## src/rtl/pinbank_pkg.sv

```systemverilog
package pinbank_pkg;

    localparam int ADDR_W  = 4;
    localparam int XINT_W  = 5;
    localparam int PIDX_W  = 5;

    // Word addresses of the port register file
    typedef enum logic [ADDR_W-1:0] {
        RA_DIR  = 4'd0,
        RA_OUT  = 4'd1,
        RA_IN   = 4'd2,
        RA_PULL = 4'd3,
        RA_ALTA = 4'd4,
        RA_ALTB = 4'd5,
        RA_TRG0 = 4'd6,
        RA_TRG1 = 4'd7,
        RA_TLVL = 4'd8,
        RA_IENS = 4'd9,
        RA_IENC = 4'd10,
        RA_STAT = 4'd11
    } reg_addr_e;

    // Mode code refused by the command path
    localparam logic [2:0] MODE_REFUSED = 3'd7;

endpackage

```

## src/rtl/pinbank_sync.sv

```systemverilog
module pinbank_sync #(
    parameter int W = 20
) (
    input  logic         clk,
    input  logic         rst_n,
    input  logic [W-1:0] async_in,
    output logic [W-1:0] sync_o,
    output logic [W-1:0] prev_o
);
    typedef struct packed {
        logic [W-1:0] s1;
        logic [W-1:0] s2;
        logic [W-1:0] prev;
    } sync_t;

    sync_t sy_d, sy_q;

    always_comb begin
        sy_d      = sy_q;
        sy_d.s1   = async_in;
        sy_d.s2   = sy_q.s1;
        sy_d.prev = sy_q.s2;
    end

    always_ff @(posedge clk) begin
        if (!rst_n) sy_q <= '0;
        else        sy_q <= sy_d;
    end

    assign sync_o = sy_q.s2;
    assign prev_o = sy_q.prev;
endmodule

```

## src/rtl/pinbank_detect.sv

```systemverilog
module pinbank_detect #(
    parameter int W = 20
) (
    input  logic [W-1:0] cur,
    input  logic [W-1:0] prev,
    input  logic [W-1:0] m_rise,
    input  logic [W-1:0] m_fall,
    input  logic [W-1:0] m_lvl,
    output logic [W-1:0] edge_hit,
    output logic [W-1:0] lvl_hit
);
    // Per pin: with the level bit clear, the two low mode bits pick
    // rising and falling edges. With it set, exactly one low bit must
    // be set, choosing high (bit 0) or low (bit 1) level.
    for (genvar i = 0; i < W; i++) begin : g_pin
        logic rose, fell, one_hot;
        assign rose        = cur[i] & ~prev[i];
        assign fell        = ~cur[i] & prev[i];
        assign one_hot     = m_rise[i] ^ m_fall[i];
        assign edge_hit[i] = ~m_lvl[i] & ((m_rise[i] & rose) | (m_fall[i] & fell));
        assign lvl_hit[i]  = m_lvl[i] & one_hot &
                             (m_rise[i] ? cur[i] : ~cur[i]);
    end
endmodule

```

## src/rtl/pinbank_xint_map.sv

```systemverilog
module pinbank_xint_map
    import pinbank_pkg::*;
(
    input  logic [XINT_W-1:0] xint,
    output logic              valid,
    output logic              port,
    output logic [PIDX_W-1:0] pin
);
    always_comb begin
        valid = 1'b1;
        port  = 1'b0;
        pin   = '0;
        if (xint <= 5'd10) begin
            pin = xint + 5'd7;
        end else if (xint <= 5'd14) begin
            port = 1'b1;
            pin  = 5'd29 - xint;
        end else if (xint == 5'd15) begin
            port = 1'b1;
            pin  = 5'd19;
        end else if (xint == 5'd16) begin
            pin  = 5'd19;
        end else begin
            valid = 1'b0;
        end
    end
endmodule

```

## src/rtl/pinbank_irq.sv

```systemverilog
module pinbank_irq
    import pinbank_pkg::*;
#(
    parameter int NUM_PINS = 20,
    parameter int PORT_ID  = 0,
    parameter int DATA_W   = 32
) (
    input  logic                clk,
    input  logic                rst_n,
    input  logic                bus_we,
    input  logic [ADDR_W-1:0]   bus_addr,
    input  logic [DATA_W-1:0]   bus_wdata,
    output logic [DATA_W-1:0]   bus_rdata,
    input  logic                cfg_req,
    input  logic                cfg_en,
    input  logic [XINT_W-1:0]   cfg_xint,
    input  logic [2:0]          cfg_mode,
    input  logic [NUM_PINS-1:0] pin_in,
    output logic [NUM_PINS-1:0] pin_out,
    output logic [NUM_PINS-1:0] pin_oe,
    output logic [NUM_PINS-1:0] pin_pull,
    output logic [NUM_PINS-1:0] pin_alt_a,
    output logic [NUM_PINS-1:0] pin_alt_b,
    output logic                irq
);
    localparam int                W       = NUM_PINS;
    localparam logic [PIDX_W:0]   PIN_LIM = (PIDX_W+1)'(NUM_PINS);
    localparam logic              MY_PORT = 1'(PORT_ID);

    typedef struct packed {
        logic [W-1:0] dir;
        logic [W-1:0] dout;
        logic [W-1:0] pull;
        logic [W-1:0] alt_a;
        logic [W-1:0] alt_b;
        logic [W-1:0] trg0;
        logic [W-1:0] trg1;
        logic [W-1:0] tlvl;
        logic [W-1:0] ien;
        logic [W-1:0] evt;
    } regs_t;

    regs_t st_d, st_q;

    logic [W-1:0]        wdat;
    logic [DATA_W-1:W]   unused_hi;
    logic [W-1:0]        in_sync, in_prev;
    logic [W-1:0]        edge_hit, lvl_hit;
    logic                map_valid, map_port;
    logic [PIDX_W-1:0]   map_pin;
    logic                cmd_hit;
    logic [W-1:0]        sel;
    logic [W-1:0]        rd_w;
    logic [W-1:0]        ien_vec, evt_vec;

    assign wdat      = bus_wdata[W-1:0];
    assign unused_hi = bus_wdata[DATA_W-1:W];

    pinbank_sync #(.W(W)) u_sync (
        .clk      (clk),
        .rst_n    (rst_n),
        .async_in (pin_in),
        .sync_o   (in_sync),
        .prev_o   (in_prev)
    );

    pinbank_detect #(.W(W)) u_detect (
        .cur      (in_sync),
        .prev     (in_prev),
        .m_rise   (st_q.trg0),
        .m_fall   (st_q.trg1),
        .m_lvl    (st_q.tlvl),
        .edge_hit (edge_hit),
        .lvl_hit  (lvl_hit)
    );

    pinbank_xint_map u_map (
        .xint  (cfg_xint),
        .valid (map_valid),
        .port  (map_port),
        .pin   (map_pin)
    );

    // Command acceptance: number must land on an implemented pin of this port
    always_comb begin
        sel     = W'(1) << map_pin;
        cmd_hit = cfg_req && map_valid && (map_port == MY_PORT) &&
                  ({1'b0, map_pin} < PIN_LIM) &&
                  !(cfg_en && (cfg_mode == MODE_REFUSED));
    end

    // Next-state computation
    always_comb begin
        st_d = st_q;
        if (bus_we) begin
            case (bus_addr)
                RA_DIR:  st_d.dir   = wdat;
                RA_OUT:  st_d.dout  = wdat;
                RA_PULL: st_d.pull  = wdat;
                RA_ALTA: st_d.alt_a = wdat;
                RA_ALTB: st_d.alt_b = wdat;
                RA_TRG0: st_d.trg0  = wdat;
                RA_TRG1: st_d.trg1  = wdat;
                RA_TLVL: st_d.tlvl  = wdat;
                RA_IENS: st_d.ien   = st_q.ien | wdat;
                RA_IENC: st_d.ien   = st_q.ien & ~wdat;
                RA_STAT: st_d.evt   = st_q.evt & ~wdat;
                default: ;
            endcase
        end
        // A fresh edge wins over a clear in the same cycle
        st_d.evt = st_d.evt | edge_hit;
        // Command overrides any bus write to the same bits
        if (cmd_hit) begin
            if (cfg_en) begin
                st_d.trg0 = (st_d.trg0 & ~sel) | (cfg_mode[0] ? sel : '0);
                st_d.trg1 = (st_d.trg1 & ~sel) | (cfg_mode[1] ? sel : '0);
                st_d.tlvl = (st_d.tlvl & ~sel) | (cfg_mode[2] ? sel : '0);
                st_d.ien  = st_d.ien | sel;
            end else begin
                st_d.ien  = st_d.ien & ~sel;
            end
        end
    end

    always_ff @(posedge clk) begin
        if (!rst_n) st_q <= '0;
        else        st_q <= st_d;
    end

    // Read mux
    always_comb begin
        case (bus_addr)
            RA_DIR:  rd_w = st_q.dir;
            RA_OUT:  rd_w = st_q.dout;
            RA_IN:   rd_w = in_sync;
            RA_PULL: rd_w = st_q.pull;
            RA_ALTA: rd_w = st_q.alt_a;
            RA_ALTB: rd_w = st_q.alt_b;
            RA_TRG0: rd_w = st_q.trg0;
            RA_TRG1: rd_w = st_q.trg1;
            RA_TLVL: rd_w = st_q.tlvl;
            RA_IENS: rd_w = st_q.ien;
            RA_IENC: rd_w = st_q.ien;
            RA_STAT: rd_w = st_q.evt | lvl_hit;
            default: rd_w = '0;
        endcase
        bus_rdata        = '0;
        bus_rdata[W-1:0] = rd_w;
    end

    assign pin_out   = st_q.dout;
    assign pin_oe    = st_q.dir;
    assign pin_pull  = st_q.pull;
    assign pin_alt_a = st_q.alt_a;
    assign pin_alt_b = st_q.alt_b;
    assign irq       = |((st_q.evt | lvl_hit) & st_q.ien);

    assign ien_vec   = st_q.ien;
    assign evt_vec   = st_q.evt;
endmodule

```

## config.mk

```make
export PLATFORM = sky130hd
export DESIGN_NAME = pinbank_irq
export DESIGN_NICKNAME = d
export VERILOG_FILES = /design/src/rtl/pinbank_pkg.sv /design/src/rtl/pinbank_sync.sv /design/src/rtl/pinbank_detect.sv /design/src/rtl/pinbank_xint_map.sv /design/src/rtl/pinbank_irq.sv
export SDC_FILE = /design/constraint.sdc
export NUM_CORES = 1
export LEC_CHECK = 0
export CORE_MARGIN = 5
export CORE_UTILIZATION = 30
export DETAILED_ROUTE_END_ITERATION = 10
export DONT_BUFFER_PORTS = 1
export PLACE_DENSITY = 0.49
export SLEW_MARGIN = 30
export SYNTH_ARGS = -nofsm -noshare
export SYNTH_HDL_FRONTEND = slang
export SYNTH_SLANG_ARGS = --single-unit
```

## constraint.sdc

```tcl
create_clock -name clk -period 3.1 [get_ports clk]
set_input_delay 0.31 -clock clk [delete_from_list [all_inputs] [get_ports clk]]
set_output_delay 0.31 -clock clk [all_outputs]
set_load 0.03 [all_outputs]
```

After elaboration in Yosys (flattened, before gate mapping)
Cells that the tools add are included.
Storage, ports and cells
  register bits after elaboration: 260
  word-level logic and storage cells: 348
  input port bits: 69
Operators by class
  bitwise operators: 257
  add/subtract/negate cells: 2
  shift-type cells: 1
  reduce and logical (&&, ||, !) cells: 14
  order comparisons: 3
  eq/ne operators: 14
  mux-type cells: 44
Operators with widths (number)
  20-bit case mux with 11 select lines: 1
  20-bit 2-to-1 mux: 8
  1-bit AND: 140
  20-bit AND: 7
  20-bit OR: 7
  100-bit 2-to-1 mux: 1
  80-bit 2-to-1 mux: 1
  1-bit NOT: 61
  60-bit 2-to-1 mux: 1
  20-bit NOT: 2
  20-bit case mux with 2 select lines: 1
  1-bit 2-to-1 mux: 27
  5-bit 2-to-1 mux: 4
  1-bit OR: 20
  20-bit OR reduction: 1
  1-bit by 5-bit left shift with 20-bit output (first input constant): 1
  1-bit XOR: 20
  4-bit by 3-bit equality test with 1-bit output (second input constant): 4
  4-bit equality test (second input constant): 4
  5-bit by 4-bit less-or-equal comparator with 1-bit output (second input constant): 2
  2-bit AND reduction: 5
  4-bit by 2-bit equality test with 1-bit output (second input constant): 2
  5-bit by 3-bit adder with 5-bit output (second input constant): 1
  5-bit by 4-bit equality test with 1-bit output (second input constant): 1
  9 further kinds: 13

Depth between registers and ports, before layout
  depth after elaboration: 11
  gate-level depth with buffers: 9
  mapped depth without buffers: 8

By module
From an unflattened synthesis, not the netlist that was laid out.
Unflattened totals
  cell total of the unflattened synthesis: 1739
  area total of the unflattened synthesis: 14096.0 µm²
By module, submodules not included
  pinbank_irq: seq. area each 4003.8 µm², instances 1, area an instance 11149.4 µm², cells an instance 1434
  pinbank_sync: seq. area each 1201.2 µm², instances 1, area an instance 1816.7 µm², cells an instance 146
  pinbank_detect: seq. area each 0.0 µm², instances 1, area an instance 804.5 µm², cells an instance 120
  pinbank_xint_map: seq. area each 0.0 µm², instances 1, area an instance 325.3 µm², cells an instance 39

Least setup slack after synthesis
Ideal clock, no wire load.
  path type: input to register
  from: in cfg_xint[1]
  to: reg st_q[58] (netlist bit)
  path buffers: 0
  arrival time: 2.283 ns
  stages: 8
  slack: 0.730 ns
  path through: inv_1 -> ha_1 -> a21boi_0 -> mux2_2 -> a21oi_1 -> nand4b_2 -> or3_1 -> o31ai_1
Between the ends
  word-level cells in the longest chain between the ends: 11
  elaborated cells between the ends (all ways): 30
  those cells by class: add/sub: 2; order compare: 3; eq/ne: 2; shift: 1; mux: 14; bitwise: 4; reduce/logical: 4
Ends and longest elaborated chain
  start: declaration: line pinbank_irq.sv:16  | input logic [XINT_W-1:0] cfg_xint,
  parallel branches: the longest is 10 deep, another holds 5-bit subtractor
  80-bit 2-to-1 mux (*): line pinbank_irq.sv:114  | if (cmd_hit) begin
  end signal: assignment: line pinbank_irq.sv:128  | else st_q <= st_d;
  end: declaration: line pinbank_irq.sv:43  | regs_t st_d, st_q;
Every way passes the cells marked *.
A chain may end at the register's enable or synchronous reset.

Worst setup path after layout
  from: reg st_q[61] (netlist bit)
  to: out irq
Between the ends
  word-level cells in the longest chain between the ends: 6
Ends and longest elaborated chain
  1-bit XOR: line pinbank_detect.sv:19  | assign one_hot = m_rise[i] ^ m_fall[i];
  1-bit AND (2 in a row): line pinbank_detect.sv:21  | assign lvl_hit[i] = m_lvl[i] & one_hot &
  20-bit OR: line pinbank_irq.sv:157  | assign irq = |((st_q.evt | lvl_hit) & st_q.ien);
  20-bit AND: line pinbank_irq.sv:157
  20-bit OR reduction: line pinbank_irq.sv:157
  end: declaration: line pinbank_irq.sv:24  | output logic irq
Every way passes these cells.

==> impl_results.md <==
- Top_reg_cell synth: dfxtp_1
- GRT Util Overall: 0.209
- Syn_area_per_cell: 8.09 um2
- Final Setup Violations: 0
- Sequential area share after synthesis: 0.392
- Overall via count from detail_route: ~12000
- Fmax: 343 MHz
- CTS tree: built
- Antenna-violating nets left: 0
- Cts repair resizes: 0
- R2R setup slack: ~2 ns
- Ports: 202
- Critical path start-end classification: reg -> out
- Nets: 1640
- DIE HEIGHT: between 200 and 250 um
- Yosys top cell by area: dfxtp_1
- Number of global-route vias before repair: 11159
- Largest net degree at the start of global routing: 86
- CTS clock-pin slew for the worst setup and hold paths: 0.06 ns
- Initial antenna violation count: 3
- Hold Vio Cnt, Final: 0
- Final Cell Area: 14800 um2
- Fin crit share: 0.941
- Root Driver: clkbuf_16
- WP data arrival: 2.61 ns
- CP Launch Type: register
- HPWL Detailed: 36700 um
- Peak VDD IR: 0.000316 V
- First-pass GRT wire length: 76500 um
- RSZ-0062 raised after global routing: no
- Pins Over Slew Limit: 0
- GRT overflow: 0
- Hold WC Path Type: in -> reg
- Wirelength per Cell: between 20 and 25 um
- Post-synthesis cell area: 13300 um2
- Die W: about 220 um
- Crit-path max FO: 5
- Clk sinks: between 200 and 300
- Met3 Wirelength: 5960 um
- Critical Path RT: 2.79 ns
- Area contributors post-synth: dfxtp_1 39%, nand2_1 8.9%, buf_4 6.4%
- Synth Instances: 1639
- Outcome: finished, final reports clean
- Power Density: between 500 and 600 nW/um2
- CTS H-tree depth: 1
- Setup_tns: 0 ns
- Drt total wl: 53300 um
- Share of cells above drive strength 1: 0.120
- Routed vias/inst: 5.48
- Most common cell after layout, fill and taps aside: nand2_1
- Core Box Area: 44000 um2
- Post-synth top area share: 0.392
- Slew at the pin closest to its max-slew limit: 0.968 ns
- Hold Path Cell Cnt: 2
- Full die area: 48500 um2
- Uppermost layer routed: met4
- Max-slew headroom: 0.353
- RePlAce Congestion: 0.865
- Initial core utilization: 0.301
- Async S/R FF share, synth: 0
- Detailed Route Iter0 Violations: 1715
- Area after DPL: 13300 um2
- Met2 Wirelength: between 20000 and 25000 um
- Synth-to-Final Area Change: 11.8%
- Hold_ws: 0.0284 ns
- Commonest non-fill, non-tap cells in the layout: 310 x nand2_1, 260 x dfxtp_1, 140 x a21oi_1
- Clock Skew: 0.0101 ns
- Worst-Skew Late Latency: 0.58 ns
- Row count: 77
- Fin crit period: 2.92 ns
- CP endpoint kind: primary output
- Inserted Clock Buffers: 30
- CTS Hold Buffers Added: 52
- WL met1: 23100 um
- DRC viols: 0
- Placed insts: 2072
- Router iterations before antenna repair: 9
- DP Worst Slack: 0.238 ns
- Cells on worst reg2reg path: 4
- Clk buf depth: 3
- Max-cap violation count: 0
- Post-CTS Setup Inserts: 0
- Synth warnings: 0
- Seq cells post-synth: 260
- Worst setup margin: 0.183 ns
- Leak Pwr: between 0.005 and 0.006 uW
- Buffers on Ports: 0
- Final Non-Filler Cells: 2178
- Synth cell types: 62
- EDFF count, synth: 0
-- layer usage --
metal,GRT usage,up-vias
met5,0,-
met4,0.0759,0
met3,0.0554,108
met2,0.309,624
met1,0.295,5720
li1,-,5488
-- registers in the layout (all words and copies together), names as in the netlist --
signal         count
evt_vec           20
ien_vec           20
pin_alt_a         20
pin_alt_b         20
pin_oe            20
pin_out           20
pin_pull          20
st_q              60
u_sync.prev_o     20
u_sync.sy_d       20
u_sync.sync_o     20
-- cell families (layout without fill, tap and decap cells) --
group           count (synthesis)  after routing  share of synthesized area
xor+xnor                        1              1                   0.000660
compound gates                433            433                      0.215
mux                           103            103                     0.0825
other cells                     1             14                   0.000283
flops                         260            260                      0.392
fa+ha+maj                       7              7                    0.00660
buf+inv                       273            207                      0.109
simple gates                  561            561                      0.194
-- worst max-delay path: stages, from the launching register on --
cell,delay [ns]
dfxtp_1,0.43
nand3b_1,0.13
o21ai_0,0.08
a21oi_1,0.42
o22ai_1,0.15
nor4_1,0.36
nand3_1,0.46
-- worst paths after layout --
kind                                from                           end
max reg2reg  u_sync.sync_o[6]$_SDFF_PN0_         evt_vec[6]$_SDFF_PN0_
max                  st_q[61]$_SDFF_PN0_                           irq
min reg2reg   u_sync.sy_d[34]$_SDFF_PN0_  u_sync.sync_o[14]$_SDFF_PN0_
min                          cfg_mode[0]           st_q[99]$_SDFF_PN0_
-- cell usage after synthesis, types with 5 or more instances --
| master | n |
|---|---|
| dfxtp_1 | 260 |
| nand3_1 | 22 |
| nand2b_1 | 28 |
| o22ai_1 | 20 |
| o211ai_1 | 5 |
| nor2_1 | 72 |
| mux2i_1 | 52 |
| and3_1 | 18 |
| a221oi_1 | 20 |
| nand2_1 | 313 |
| inv_1 | 44 |
| a21oi_1 | 140 |
| ha_1 | 7 |
| o31ai_1 | 9 |
| and2_1 | 47 |
| nand3b_1 | 13 |
| nor4_1 | 6 |
| a211o_1 | 6 |
| o21ai_0 | 92 |
| o21a_1 | 23 |
| a311oi_1 | 11 |
| clkbuf_1 | 110 |
| buf_4 | 113 |
| a31oi_1 | 24 |
| nor3_1 | 17 |
| a211oi_1 | 6 |
| mux2_2 | 51 |
| a222oi_1 | 37 |
| a22o_1 | 23 |
-- metrics by stage --
| stage | power (uW) | util |
|---|---|---|
| after floorplan | 3950 | - |
| after global placement | 4050 | 0.301 |
| after detailed placement | 4050 | 0.301 |
| after CTS | 7920 | 0.337 |
| after global routing | 8100 | 0.337 |
| final | 7850 | 0.337 |
-- cell type report --
cell class	count	area, um2
inverter	46	175
clock inverter	12	171
tap	592	741
fill	4607	29200
sequential	260	5200
multi-input combinational	1117	6700
timing repair buffer	109	978
antenna	2	5.00
clock buffer	40	860
-- report_power, final --
part / switching [uW] / internal [uW]
clock: 1500 / 2260
combinational: 391 / 194
sequential: 104 / 3410
(Power assumes the default switching activity.)
